$ cat src/rtl/oneshot_pkg.sv
package oneshot_pkg;

  // Internal events of one channel, brought out for checking.
  typedef struct packed {
    logic fire;     // qualified trigger edge seen this cycle
    logic accept;   // trigger taken by the timer
    logic in_lock;  // timer is inside its lockout window
    logic timeout;  // last high cycle of the pulse, no restart
  } os_evt_t;

  // Lockout is over once the elapsed count reaches the lockout length.
  function automatic logic os_lock_over(input logic [31:0] elapsed,
                                        input logic [31:0] lock_len);
    return elapsed >= lock_len;
  endfunction

  // The pulse ends after the cycle whose elapsed count is period-1.
  // A zero period behaves like a period of one.
  function automatic logic os_period_done(input logic [31:0] elapsed,
                                          input logic [31:0] period);
    return (elapsed + 32'd1) >= period;
  endfunction

endpackage

$ cat src/rtl/os_sync.sv
module os_sync #(
  parameter int STAGES = 2
) (
  input  logic clk,
  input  logic por_n,
  input  logic din,
  output logic dout
);

  logic [STAGES-1:0] stage_q;

  generate
    if (STAGES == 1) begin : g_single
      always_ff @(posedge clk or negedge por_n) begin
        if (!por_n) stage_q <= '0;
        else        stage_q <= din;
      end
    end else begin : g_chain
      always_ff @(posedge clk or negedge por_n) begin
        if (!por_n) stage_q <= '0;
        else        stage_q <= {stage_q[STAGES-2:0], din};
      end
    end
  endgenerate

  assign dout = stage_q[STAGES-1];

endmodule

$ cat src/rtl/os_trig_qual.sv
module os_trig_qual #(
  parameter int SYNC_STAGES = 2
) (
  input  logic clk,
  input  logic por_n,
  input  logic a_s,
  input  logic b_s,
  output logic fire
);

  localparam int ARM_W = SYNC_STAGES + 1;

  logic             a_prev_q;
  logic             b_prev_q;
  logic [ARM_W-1:0] arm_q;
  logic             a_rise;
  logic             b_fall;
  logic             armed;

  // Previous levels keep running through channel reset, so a level that
  // is already present when reset is released never looks like an edge.
  always_ff @(posedge clk or negedge por_n) begin
    if (!por_n) begin
      a_prev_q <= 1'b0;
      b_prev_q <= 1'b0;
    end else begin
      a_prev_q <= a_s;
      b_prev_q <= b_s;
    end
  end

  // Suppress edges until the synchronizers and history hold real levels.
  always_ff @(posedge clk or negedge por_n) begin
    if (!por_n) arm_q <= '0;
    else        arm_q <= {arm_q[ARM_W-2:0], 1'b1};
  end

  assign armed  = arm_q[ARM_W-1];
  assign a_rise = a_s & ~a_prev_q & b_s;
  assign b_fall = b_prev_q & ~b_s & ~a_s;
  assign fire   = armed & (a_rise | b_fall);

endmodule

$ cat src/rtl/os_timer.sv
module os_timer
  import oneshot_pkg::*;
#(
  parameter int CW = 8
) (
  input  logic          clk,
  input  logic          por_n,
  input  logic          clr,
  input  logic          fire,
  input  logic          retrig_en,
  input  logic [CW-1:0] period,
  input  logic [CW-1:0] lockout,
  output logic          active,
  output os_evt_t       evt
);

  logic [CW-1:0] elapsed_q;
  logic          active_q;
  logic          in_lock;
  logic          can_take;
  logic          accept;
  logic          timeout;

  assign in_lock  = active_q & ~os_lock_over(32'(elapsed_q), 32'(lockout));
  assign can_take = ~active_q | (retrig_en & ~in_lock);
  assign accept   = fire & can_take;
  assign timeout  = active_q & ~accept & os_period_done(32'(elapsed_q), 32'(period));

  always_ff @(posedge clk or negedge por_n) begin
    if (!por_n) begin
      active_q  <= 1'b0;
      elapsed_q <= '0;
    end else if (clr) begin
      active_q  <= 1'b0;
      elapsed_q <= '0;
    end else if (accept) begin
      active_q  <= 1'b1;
      elapsed_q <= '0;
    end else if (timeout) begin
      active_q  <= 1'b0;
      elapsed_q <= '0;
    end else if (active_q) begin
      elapsed_q <= elapsed_q + 1'b1;
    end
  end

  assign active      = active_q;
  assign evt.fire    = fire;
  assign evt.accept  = accept;
  assign evt.in_lock = in_lock;
  assign evt.timeout = timeout;

endmodule

$ cat src/rtl/os_channel.sv
module os_channel
  import oneshot_pkg::*;
#(
  parameter int CW          = 8,
  parameter int SYNC_STAGES = 2
) (
  input  logic          clk,
  input  logic          por_n,
  input  logic          rst_n,
  input  logic          trig_a,
  input  logic          trig_b,
  input  logic          single_shot,
  input  logic [CW-1:0] period,
  input  logic [CW-1:0] lockout,
  output logic          q,
  output logic          qn,
  output os_evt_t       evt
);

  logic a_s;
  logic b_s;
  logic fire;
  logic active;

  os_sync #(.STAGES(SYNC_STAGES)) u_sync_a (
    .clk(clk), .por_n(por_n), .din(trig_a), .dout(a_s)
  );

  os_sync #(.STAGES(SYNC_STAGES)) u_sync_b (
    .clk(clk), .por_n(por_n), .din(trig_b), .dout(b_s)
  );

  os_trig_qual #(.SYNC_STAGES(SYNC_STAGES)) u_qual (
    .clk(clk), .por_n(por_n), .a_s(a_s), .b_s(b_s), .fire(fire)
  );

  os_timer #(.CW(CW)) u_timer (
    .clk       (clk),
    .por_n     (por_n),
    .clr       (~rst_n),
    .fire      (fire),
    .retrig_en (~single_shot),
    .period    (period),
    .lockout   (lockout),
    .active    (active),
    .evt       (evt)
  );

  // Reset drops the output without waiting for a clock edge.
  assign q  = active & rst_n;
  assign qn = ~q;

endmodule

$ cat src/rtl/twin_oneshot.sv
module twin_oneshot
  import oneshot_pkg::*;
#(
  parameter int NCH         = 2,
  parameter int CW          = 8,
  parameter int SYNC_STAGES = 2
) (
  input  logic           clk,
  input  logic           por_n,
  input  logic [NCH-1:0] rst_n,
  input  logic [NCH-1:0] trig_a,
  input  logic [NCH-1:0] trig_b,
  input  logic           single_shot,
  input  logic [CW-1:0]  period,
  input  logic [CW-1:0]  lockout,
  output logic [NCH-1:0] q,
  output logic [NCH-1:0] qn
);

  // Per-channel events flattened into vectors for the bound checker.
  logic [NCH-1:0] evt_fire;
  logic [NCH-1:0] evt_accept;
  logic [NCH-1:0] evt_lock;
  logic [NCH-1:0] evt_timeout;

  generate
    for (genvar c = 0; c < NCH; c++) begin : g_ch
      os_evt_t evt;

      os_channel #(.CW(CW), .SYNC_STAGES(SYNC_STAGES)) u_ch (
        .clk         (clk),
        .por_n       (por_n),
        .rst_n       (rst_n[c]),
        .trig_a      (trig_a[c]),
        .trig_b      (trig_b[c]),
        .single_shot (single_shot),
        .period      (period),
        .lockout     (lockout),
        .q           (q[c]),
        .qn          (qn[c]),
        .evt         (evt)
      );

      assign evt_fire[c]    = evt.fire;
      assign evt_accept[c]  = evt.accept;
      assign evt_lock[c]    = evt.in_lock;
      assign evt_timeout[c] = evt.timeout;
    end
  endgenerate

endmodule

$ cat config.mk
export PLATFORM = sky130hd
export DESIGN_NAME = twin_oneshot
export DESIGN_NICKNAME = d
export VERILOG_FILES = /design/src/rtl/oneshot_pkg.sv /design/src/rtl/os_sync.sv /design/src/rtl/os_trig_qual.sv /design/src/rtl/os_timer.sv /design/src/rtl/os_channel.sv /design/src/rtl/twin_oneshot.sv
export SDC_FILE = /design/constraint.sdc
export NUM_CORES = 1
export LEC_CHECK = 0
export BUFFER_PORTS_ARGS = -buffer_cell sky130_fd_sc_hd__buf_4
export CORE_MARGIN = 4
export CORE_UTILIZATION = 40
export DETAILED_ROUTE_END_ITERATION = 8
export PLACE_DENSITY = 0.57
export SYNTH_ARGS = -nofsm -noshare
export SYNTH_HDL_FRONTEND = slang
export SYNTH_HIERARCHICAL = 1
export SYNTH_SLANG_ARGS = --single-unit
$ cat constraint.sdc
create_clock -name clk -period 2.44 [get_ports clk]
set_input_delay 0.488 -clock clk [delete_from_list [all_inputs] [get_ports clk]]
set_output_delay 0.488 -clock clk [all_outputs]
set_load 0.01 [all_outputs]
# Word-level counts from Yosys, hierarchy flattened
# Index checks and enable logic that the tools add are counted.
totals:
  regBits: 36
  in_bits: 25
  word_cells: 83
classes:
  add_sub_neg: 4
  order_cmp: 4
  eq_ne: 4
  muxes: 14
  bitwise: 43
ops:
  columns: ["op", "count"]
  rows:
  - ["$mux W8", 8]
  - ["$and A1 B1 Y1", 22]
  - ["$add A8 B1 Y9 const B", 2]
  - ["$ge A9 B8 Y1", 2]
  - ["$not A1 Y1", 17]
  - ["$add A8 B1 Y8 const B", 2]
  - ["$ge A8 B8 Y1", 2]
  - ["$ne A4 B1 Y1 const B", 2]
  - ["$mux W1", 6]
  - ["$ne A3 B1 Y1 const B", 2]
  - ["$or A1 B1 Y1", 4]

# Longest topological paths before layout
# Gate-level depths: netlist (run 1).
depth:
  ltp_word: 13
  ltp_mapped: 11

# Modules after synthesis
# The synthesis (run 1) kept the hierarchy.
by_module_without_submodules:
  columns: ["module", "n_inst", "cells_each", "area_per_inst_um2"]
  rows:
  - ["os_timer", 2, 111, 957.2]
  - ["os_trig_qual", 2, 9, 152.6]
  - ["os_sync", 4, 2, 50.0]
  - ["os_channel", 2, 4, 17.5]

# Worst setup path after synthesis (run 1)
# No wires, ideal clock.
synth_path:
  path_kind: "register to register"
  startpoint: "register g_ch[0].u_ch.u_timer.elapsed_q[0]"
  endpoint: "register g_ch[0].u_ch.u_timer.elapsed_q[2]"
  setup_time_ns: 0.079
  arrival_time_ns: 2.382
  setup_slack_ns: -0.021
  stages_incl_launch_ff: 10
  n_path_buf: 0
  synth_period_minus_slack_ns: 2.461
  cell_sequence: "dfrtp_1 > ha_1 > nand3_1 > xnor2_1 > ha_1 > a22o_1 > o41a_1 > nor4b_4 > a31oi_1 > mux2i_1"
synth_via:
  elab_chain_len: 13
synth_lines:
  columns: ["element", "line", "rtl"]
  rows:
  - ["from (decl)", "os_timer.sv:17", "logic [CW-1:0] elapsed_q;"]
  - ["from (signal assigned)", "os_timer.sv:43", "elapsed_q <= elapsed_q + 1'b1;"]
  - ["$ge A8 B8 Y1", "oneshot_pkg.sv:14", "return elapsed >= lock_len;"]
  - ["$not A1 Y1", "os_timer.sv:24", "assign in_lock = active_q & ~os_lock_over(32'(elapsed_q), 32'(lockout));"]
  - ["$and A1 B1 Y1", "os_timer.sv:24", null]
  - ["$not A1 Y1", "os_timer.sv:25", "assign can_take = ~active_q | (retrig_en & ~in_lock);"]
  - ["$and A1 B1 Y1", "os_timer.sv:25", null]
  - ["$or A1 B1 Y1", "os_timer.sv:25", null]
  - ["$and A1 B1 Y1", "os_timer.sv:26", "assign accept = fire & can_take;"]
  - ["$not A1 Y1", "os_timer.sv:27", "assign timeout = active_q & ~accept & os_period_done(32'(elapsed_q), 32'(period));"]
  - ["$and A1 B1 Y1 (2 in series)", "os_timer.sv:27", null]
  - ["$mux W8", "os_timer.sv:39", "end else if (timeout) begin"]
  - ["$mux W8", "os_timer.sv:36", "end else if (accept) begin"]
  - ["$mux W8", "os_timer.sv:33", "end else if (clr) begin"]
# Several ways; a longest one is shown, not always the timed one. The select of a mux whose other input is x is not followed.
# A chain may end at the register's enable or synchronous reset.

# Worst setup path after layout (run 1)
layout_path:
  startpoint: "register g_ch[1].u_ch.u_timer.elapsed_q[2]"
  endpoint: "register g_ch[1].u_ch.u_timer.elapsed_q[6]"
layout_via:
  elab_chain_len: 13
layout_lines:
  columns: ["element", "line"]
  rows:
  - ["from (decl)", "os_timer.sv:17"]
  - ["from (signal assigned)", "os_timer.sv:43"]
  - ["$ge A8 B8 Y1", "oneshot_pkg.sv:14"]
  - ["$not A1 Y1", "os_timer.sv:24"]
  - ["$and A1 B1 Y1", "os_timer.sv:24"]
  - ["$not A1 Y1", "os_timer.sv:25"]
  - ["$and A1 B1 Y1", "os_timer.sv:25"]
  - ["$or A1 B1 Y1", "os_timer.sv:25"]
  - ["$and A1 B1 Y1", "os_timer.sv:26"]
  - ["$not A1 Y1", "os_timer.sv:27"]
  - ["$and A1 B1 Y1 (2 in series)", "os_timer.sv:27"]
  - ["$mux W8", "os_timer.sv:39"]
  - ["$mux W8", "os_timer.sv:36"]
  - ["$mux W8", "os_timer.sv:33"]
# Several ways; a longest one is shown, not always the timed one. The select of a mux whose other input is x is not followed.

==> results of run 1 <==
## layer usage
metal  part of all wire [%]  up-vias  track usage, %
li1                       -      989               -
met1                     49      936            22.7
met2                     44       42            25.3
met3                    5.3        8            4.12
met4                    1.6        0            5.32
met5                      0        -               0
## path summary, 6_finish.rpt
kind | from | to | depth (start not counted)
worst max register to register | g_ch[1].u_ch/u_timer/elapsed_q[2] | g_ch[1].u_ch/u_timer/elapsed_q[6] | 11
max in group asynchronous | por_n | g_ch[1].u_ch/u_timer/elapsed_q[2] | 1
worst min-delay path | por_n | g_ch[1].u_ch/u_timer/elapsed_q[4] | 1
worst min register to register | g_ch[0].u_ch/u_qual/arm_q[1] | g_ch[0].u_ch/u_qual/arm_q[2] | 0
min in group clk | trig_a[1] | g_ch[1].u_ch/u_sync_a/stage_q[0] | 1
worst max-delay path | g_ch[1].u_ch/u_timer/elapsed_q[2] | g_ch[1].u_ch/u_timer/elapsed_q[6] | 11
## registers in the layout (all words and copies together), names as in the netlist
signal / cells
g_ch.u_ch/u_timer/elapsed_q: 16
g_ch.u_ch/u_qual/arm_q: 6
g_ch.u_ch/u_sync_a/stage_q: 4
g_ch.u_ch/u_sync_b/stage_q: 4
g_ch.u_ch/u_qual/a_prev_q: 2
g_ch.u_ch/u_qual/b_prev_q: 2
g_ch.u_ch/u_timer/active: 2
## through the flow
stage               std cells  total power [mW]  TNS, ns  setup slack [ns]
detailed placement        367             0.831    -1.03            -0.118
global route              380              1.36    -2.41            -0.201
floorplan                 240             0.730        0          0.000909
CTS                       378              1.30   -0.706           -0.0761
finish                    380              1.29   -0.433           -0.0640
global placement          367             0.828   -0.551            -0.111
## placed cells by master, fill, tap and decap left out, types with 5 or more instances in the layout
master / instances
xor2_1: 5
nand2_1: 16
a21oi_1: 8
nor2_1: 6
a32o_1: 8
nand3_1: 8
dfrtp_2: 6
o21ai_0: 10
dfrtp_1: 30
nand4b_1: 6
buf_4: 59
clkbuf_8: 7
xnor2_2: 5
inv_1: 38
ha_1: 32
## power breakdown
group          switching, mW  total [mW]  leakage (nW)  internal [mW]
Combinational         0.0970       0.195          1.13         0.0982
Clock                  0.204       0.455        0.0503          0.251
Sequential            0.0192       0.637         0.449          0.618
## final cells by class
class / count / share of cell area, %
sequential: 36 / 28.7
tap: 72 / 2.85
multi-input combinational: 164 / 45.5
inverter: 38 / 4.51
clock buffer: 7 / 3.04
timing repair buffer: 63 / 15.4
## timing repair
item                       CTS  global route
pin swaps                    9             6
setup buffers                3             2
gates cloned                 1             0
setup endpoints to repair   16            18
gates resized for setup     17            13
==> flow_summary.json, run 1 <==
{
  "first_pass_iters": 4,
  "cts_tree": "yes",
  "die_y_microns": 84.7,
  "grt_pass1_vias": 1973,
  "synth_area_sq_mm": 0.00235,
  "worst_hold_path_type": "input pin to async pin",
  "cts_buffers": 5,
  "reg2reg_slack_ns": -0.06,
  "power_density_mw_per_mm2": 407,
  "slowest_stage": "dfrtp_2",
  "cp_cell_sequence": "buf_4 -> buf_4 -> xor2_1 -> ha_1 -> o211ai_2 -> a21oi_1 -> o41a_1 -> nor4b_4 -> buf_6 -> nand2_4 -> o211ai_1",
  "synth_nets": 299,
  "timing.final.crit_share_pct": 103,
  "row_count": 27,
  "critPathKind": "flip-flop to flip-flop",
  "routed_wl_mm": 5.51,
  "final-setup-viol-count": 14,
  "initial_core_util_pct": 41.9,
  "register_area_sq_um": 908,
  "setup_ws_ns": -0.0640,
  "cts_sinks": 36,
  "ctsHoldBuffers": 0,
  "grt_pass1_wl_mm": 9.31,
  "critPathBufInv": 3,
  "cp.arrival_ns": 2.71,
  "final_core_util_pct": 56.4,
  "area_growth_pct": 34.6,
  "rsz0062_at_grt": "yes",
  "dr_total_vias": 1975,
  "grt_antenna_before_repair": 0,
  "place_area_sq_mm": 0.00290,
  "synth_warnings": 6,
  "htree_levels": 2,
  "drtIter0Drc": 103,
  "fp.coreArea_sq_mm": 0.00561,
  "overflow": 0,
  "leakage_nw": 1.63,
  "cts_root_buf": "clkbuf_8",
  "startpoint_type": "flip-flop",
  "gp_congestion": 0.824,
  "die_area_sq_mm": 0.00717,
  "ir_drop_v": 0.000370,
  "fin_skew_ns": 0.0112,
  "drc_errors": 0,
  "fillerInstances": 502,
  "critPathTopFamily": "compound AO/OA/AOI/OAI gates",
  "postRouteAntennaNets": 0,
  "finalHoldViolCount": 0,
  "crit_path_end_kind": "flip-flop",
  "cpPeakStageDelay_ns": 0.43,
  "status": "complete, but fails checks",
  "violations": "negative setup slack",
  "vias_per_cell": 5.20,
  "die_w_microns": 84.7,
  "maxCapViolations": 0,
  "grt_start_max_net_pins": 37,
  "crit_fanout": 5,
  "port_buffers": 28,
  "io_pins": 29,
  "wl_per_cell_microns": 14.5,
  "finish.instance_area_sq_mm": 0.00317,
  "grt_usage_pct": 16.5,
  "hpwl_mm": 4.22,
  "cp_data_required_time_ns": 2.65,
  "slew_violations": 0,
  "finalCriticalPeriod_ns": 2.50,
  "diodes": 0,
  "max_freq_mhz": 399,
  "nNetsFinal": 367,
  "critPathMostFrequentCell": "buf_4",
  "avgSynthCellArea_sq_um": 9.80,
  "clock_latency_ns": 0.29,
  "multi_input_area_sq_mm": 0.00144,
  "fin_hold_ws_ns": 0.148,
  "cts.clk_slew.worst_paths_ns": 0.07,
  "cts.path.max_buffers": 2,
  "netlist_instances": 240,
  "drive_above_1_share_pct": 32.1
}
No activity file was read; power rests on OpenSTA's default activity.
==> run 2, diff against run 1 <==
--- a/config.mk
+++ b/config.mk
@@ -6,10 +6,13 @@
 export NUM_CORES = 1
 export LEC_CHECK = 0
 export BUFFER_PORTS_ARGS = -buffer_cell sky130_fd_sc_hd__buf_4
+export CELL_PAD_IN_SITES_DETAIL_PLACEMENT = 1
+export CELL_PAD_IN_SITES_GLOBAL_PLACEMENT = 1
 export CORE_MARGIN = 4
 export CORE_UTILIZATION = 40
 export DETAILED_ROUTE_END_ITERATION = 8
-export PLACE_DENSITY = 0.57
+export PLACE_DENSITY = 0.71
+export SLEW_MARGIN = 20
 export SYNTH_ARGS = -nofsm -noshare
 export SYNTH_HDL_FRONTEND = slang
 export SYNTH_HIERARCHICAL = 1
==> flow_summary.json, run 2 (synthesis gave the netlist of run 1 again) <==
{
  "status": "complete, but fails checks",
  "violations": "negative setup slack",
  "ctsHoldBuffers": 0,
  "clock_latency_ns": 0.30,
  "cts_buffers": 5,
  "reg2reg_slack_ns": -0.18,
  "cp_cell_sequence": "ha_4 -> nand3_4 -> xnor2_2 -> ha_2 -> a22o_1 -> o41a_1 -> nor4b_4 -> buf_4 -> nand2_4 -> o211ai_1",
  "slowest_stage": "dfrtp_2",
  "htree_levels": 2,
  "dr_total_vias": 2132,
  "postRouteAntennaNets": 0,
  "first_pass_iters": 4,
  "rsz0062_at_grt": "yes",
  "layout_common_cells": "72 x buf_4, 38 x inv_1, 31 x ha_1, 30 x dfrtp_1, 16 x nand2_1",
  "cts_tree": "yes",
  "nNetsFinal": 379,
  "cts_root_buf": "clkbuf_8",
  "fp.coreArea_sq_mm": 0.00561,
  "cts.path.max_buffers": 2,
  "reg_top3": "g_ch.u_ch/u_timer/elapsed_q x16, g_ch.u_ch/u_qual/arm_q x6",
  "port_buffers": 28,
  "clockPowerShare_pct": 34.1,
  "switching_power_uw": 377,
  "grt_start_max_net_pins": 37,
  "critPathBufInv": 1,
  "routed_wl_mm": 7.56,
  "overflow": 0,
  "slew_violations": 0,
  "row_count": 27,
  "max_freq_mhz": 382,
  "finalHoldViolCount": 0,
  "worst_hold_path_type": "input pin to async pin",
  "comb_power_share_pct": 17.0,
  "p_total_mw": 1.30,
  "drive_above_1_share_pct": 38.0,
  "seq_power_share_pct": 48.9,
  "die_area_sq_mm": 0.00717,
  "relSlewSlack_pct": 57.5,
  "fin_skew_ns": 0.00842,
  "top_register": "g_ch.u_ch/u_timer/elapsed_q",
  "cp.arrival_ns": 2.82,
  "wl_per_cell_microns": 19.2,
  "hpwl_mm": 4.93,
  "place_area_sq_mm": 0.00296,
  "critPathTopFamily": "compound AO/OA/AOI/OAI gates",
  "crit_path_end_kind": "flip-flop",
  "die_y_microns": 84.7,
  "cts_sinks": 36,
  "cp_data_required_time_ns": 2.64,
  "maxCapViolations": 0,
  "final_common_cell": "buf_4",
  "grt_antenna_before_repair": 0,
  "p_sw_share_pct": 29.0,
  "diodes": 0,
  "finalCriticalPeriod_ns": 2.62,
  "crit_fanout": 4,
  "grt_pass1_wl_mm": 12.0,
  "finish.instance_area_sq_mm": 0.00329,
  "tightest_slew_ns": 0.622,
  "dp.cells": 375,
  "die_w_microns": 84.7,
  "final-setup-viol-count": 17,
  "grt_usage_pct": 21.3,
  "intPower_uw": 923,
  "tns_ns": -1.58,
  "critPathKind": "flip-flop to flip-flop",
  "timing.final.crit_share_pct": 107,
  "leakage_nw": 1.67,
  "io_pins": 29,
  "power_density_mw_per_mm2": 395,
  "largest_reg_flops": 16,
  "drc_errors": 0,
  "initial_core_util_pct": 41.9,
  "gp_congestion": 0.794,
  "cts.clk_slew.worst_paths_ns": 0.08,
  "drtIter0Drc": 104,
  "setup_ws_ns": -0.177,
  "vias_per_cell": 5.42,
  "grt_pass1_vias": 2323,
  "layoutNonFillerInstCount": 393,
  "startpoint_type": "flip-flop",
  "ir_drop_v": 0.000286,
  "area_growth_pct": 39.9,
  "cpPeakStageDelay_ns": 0.44
}
-- run 2: cell types whose count changed in the layout (fill, tap and decap cells not counted), sizes merged --
cell / change
buf: +12
clkbuf: -1
clkinv: +1
clkinvlp: +1
-- run 2: repair_timing --
action / in CTS / in global routing
buffers inserted: 6 / 4
endpoints found under the setup margin: 16 / 18
resized for setup: 25 / 16
pin swaps: 8 / 13
cloned: 1 / 0
-- run 2: per-stage QoR --
stage                     setup WS [ns]  util, %  hold WS [ns]
after floorplan                0.000909        -         0.192
after global placement          -0.0542     52.7         0.334
after detailed placement         -0.118     52.7         0.336
after CTS                       -0.0848     57.5         0.157
after global routing             -0.264     58.7         0.178
final                            -0.177     58.7         0.147
-- run 2: power groups by stage --
stage	registers, mW	clock network, mW	logic [mW]
CTS	0.636	0.454	0.208
global placement	0.644	0	0.184
global route	0.640	0.478	0.242
floorplan	0.640	0	0.0895
detailed placement	0.645	0	0.192
finish	0.636	0.443	0.221
-- run 2: cell type report --
type | instances | area [sq um]
Multi-Input combinational cell | 164 | 1490
Sequential cell | 36 | 908
Clock inverter | 2 | 16.3
Timing Repair Buffer | 75 | 574
Fill cell | 649 | 2320
Tap cell | 72 | 90.1
Inverter | 38 | 143
Clock buffer | 6 | 72.6
-- run 2: routing by layer --
layer	wire [microns]	track usage, %	part of all wire [%]
met1	3290	27.3	44
met3	293	3.63	3.9
met5	0	0	0
met2	3870	37.2	51
met4	100	4.75	1.3
-- run 2: final timing paths --
| path | from | end | cells past startpoint |
|---|---|---|---|
| setup / recovery | g_ch[0].u_ch/u_timer/elapsed_q[0] | g_ch[0].u_ch/u_timer/elapsed_q[6] | 10 |
| hold / removal | por_n | g_ch[1].u_ch/u_sync_a/stage_q[1] | 1 |
| setup reg to reg | g_ch[0].u_ch/u_timer/elapsed_q[0] | g_ch[0].u_ch/u_timer/elapsed_q[6] | 10 |
| hold reg to reg | g_ch[1].u_ch/u_sync_a/stage_q[0] | g_ch[1].u_ch/u_sync_a/stage_q[1] | 0 |
| max in group asynchronous | por_n | g_ch[0].u_ch/u_timer/elapsed_q[1] | 1 |
| min in group clk | trig_b[0] | g_ch[0].u_ch/u_sync_b/stage_q[0] | 1 |
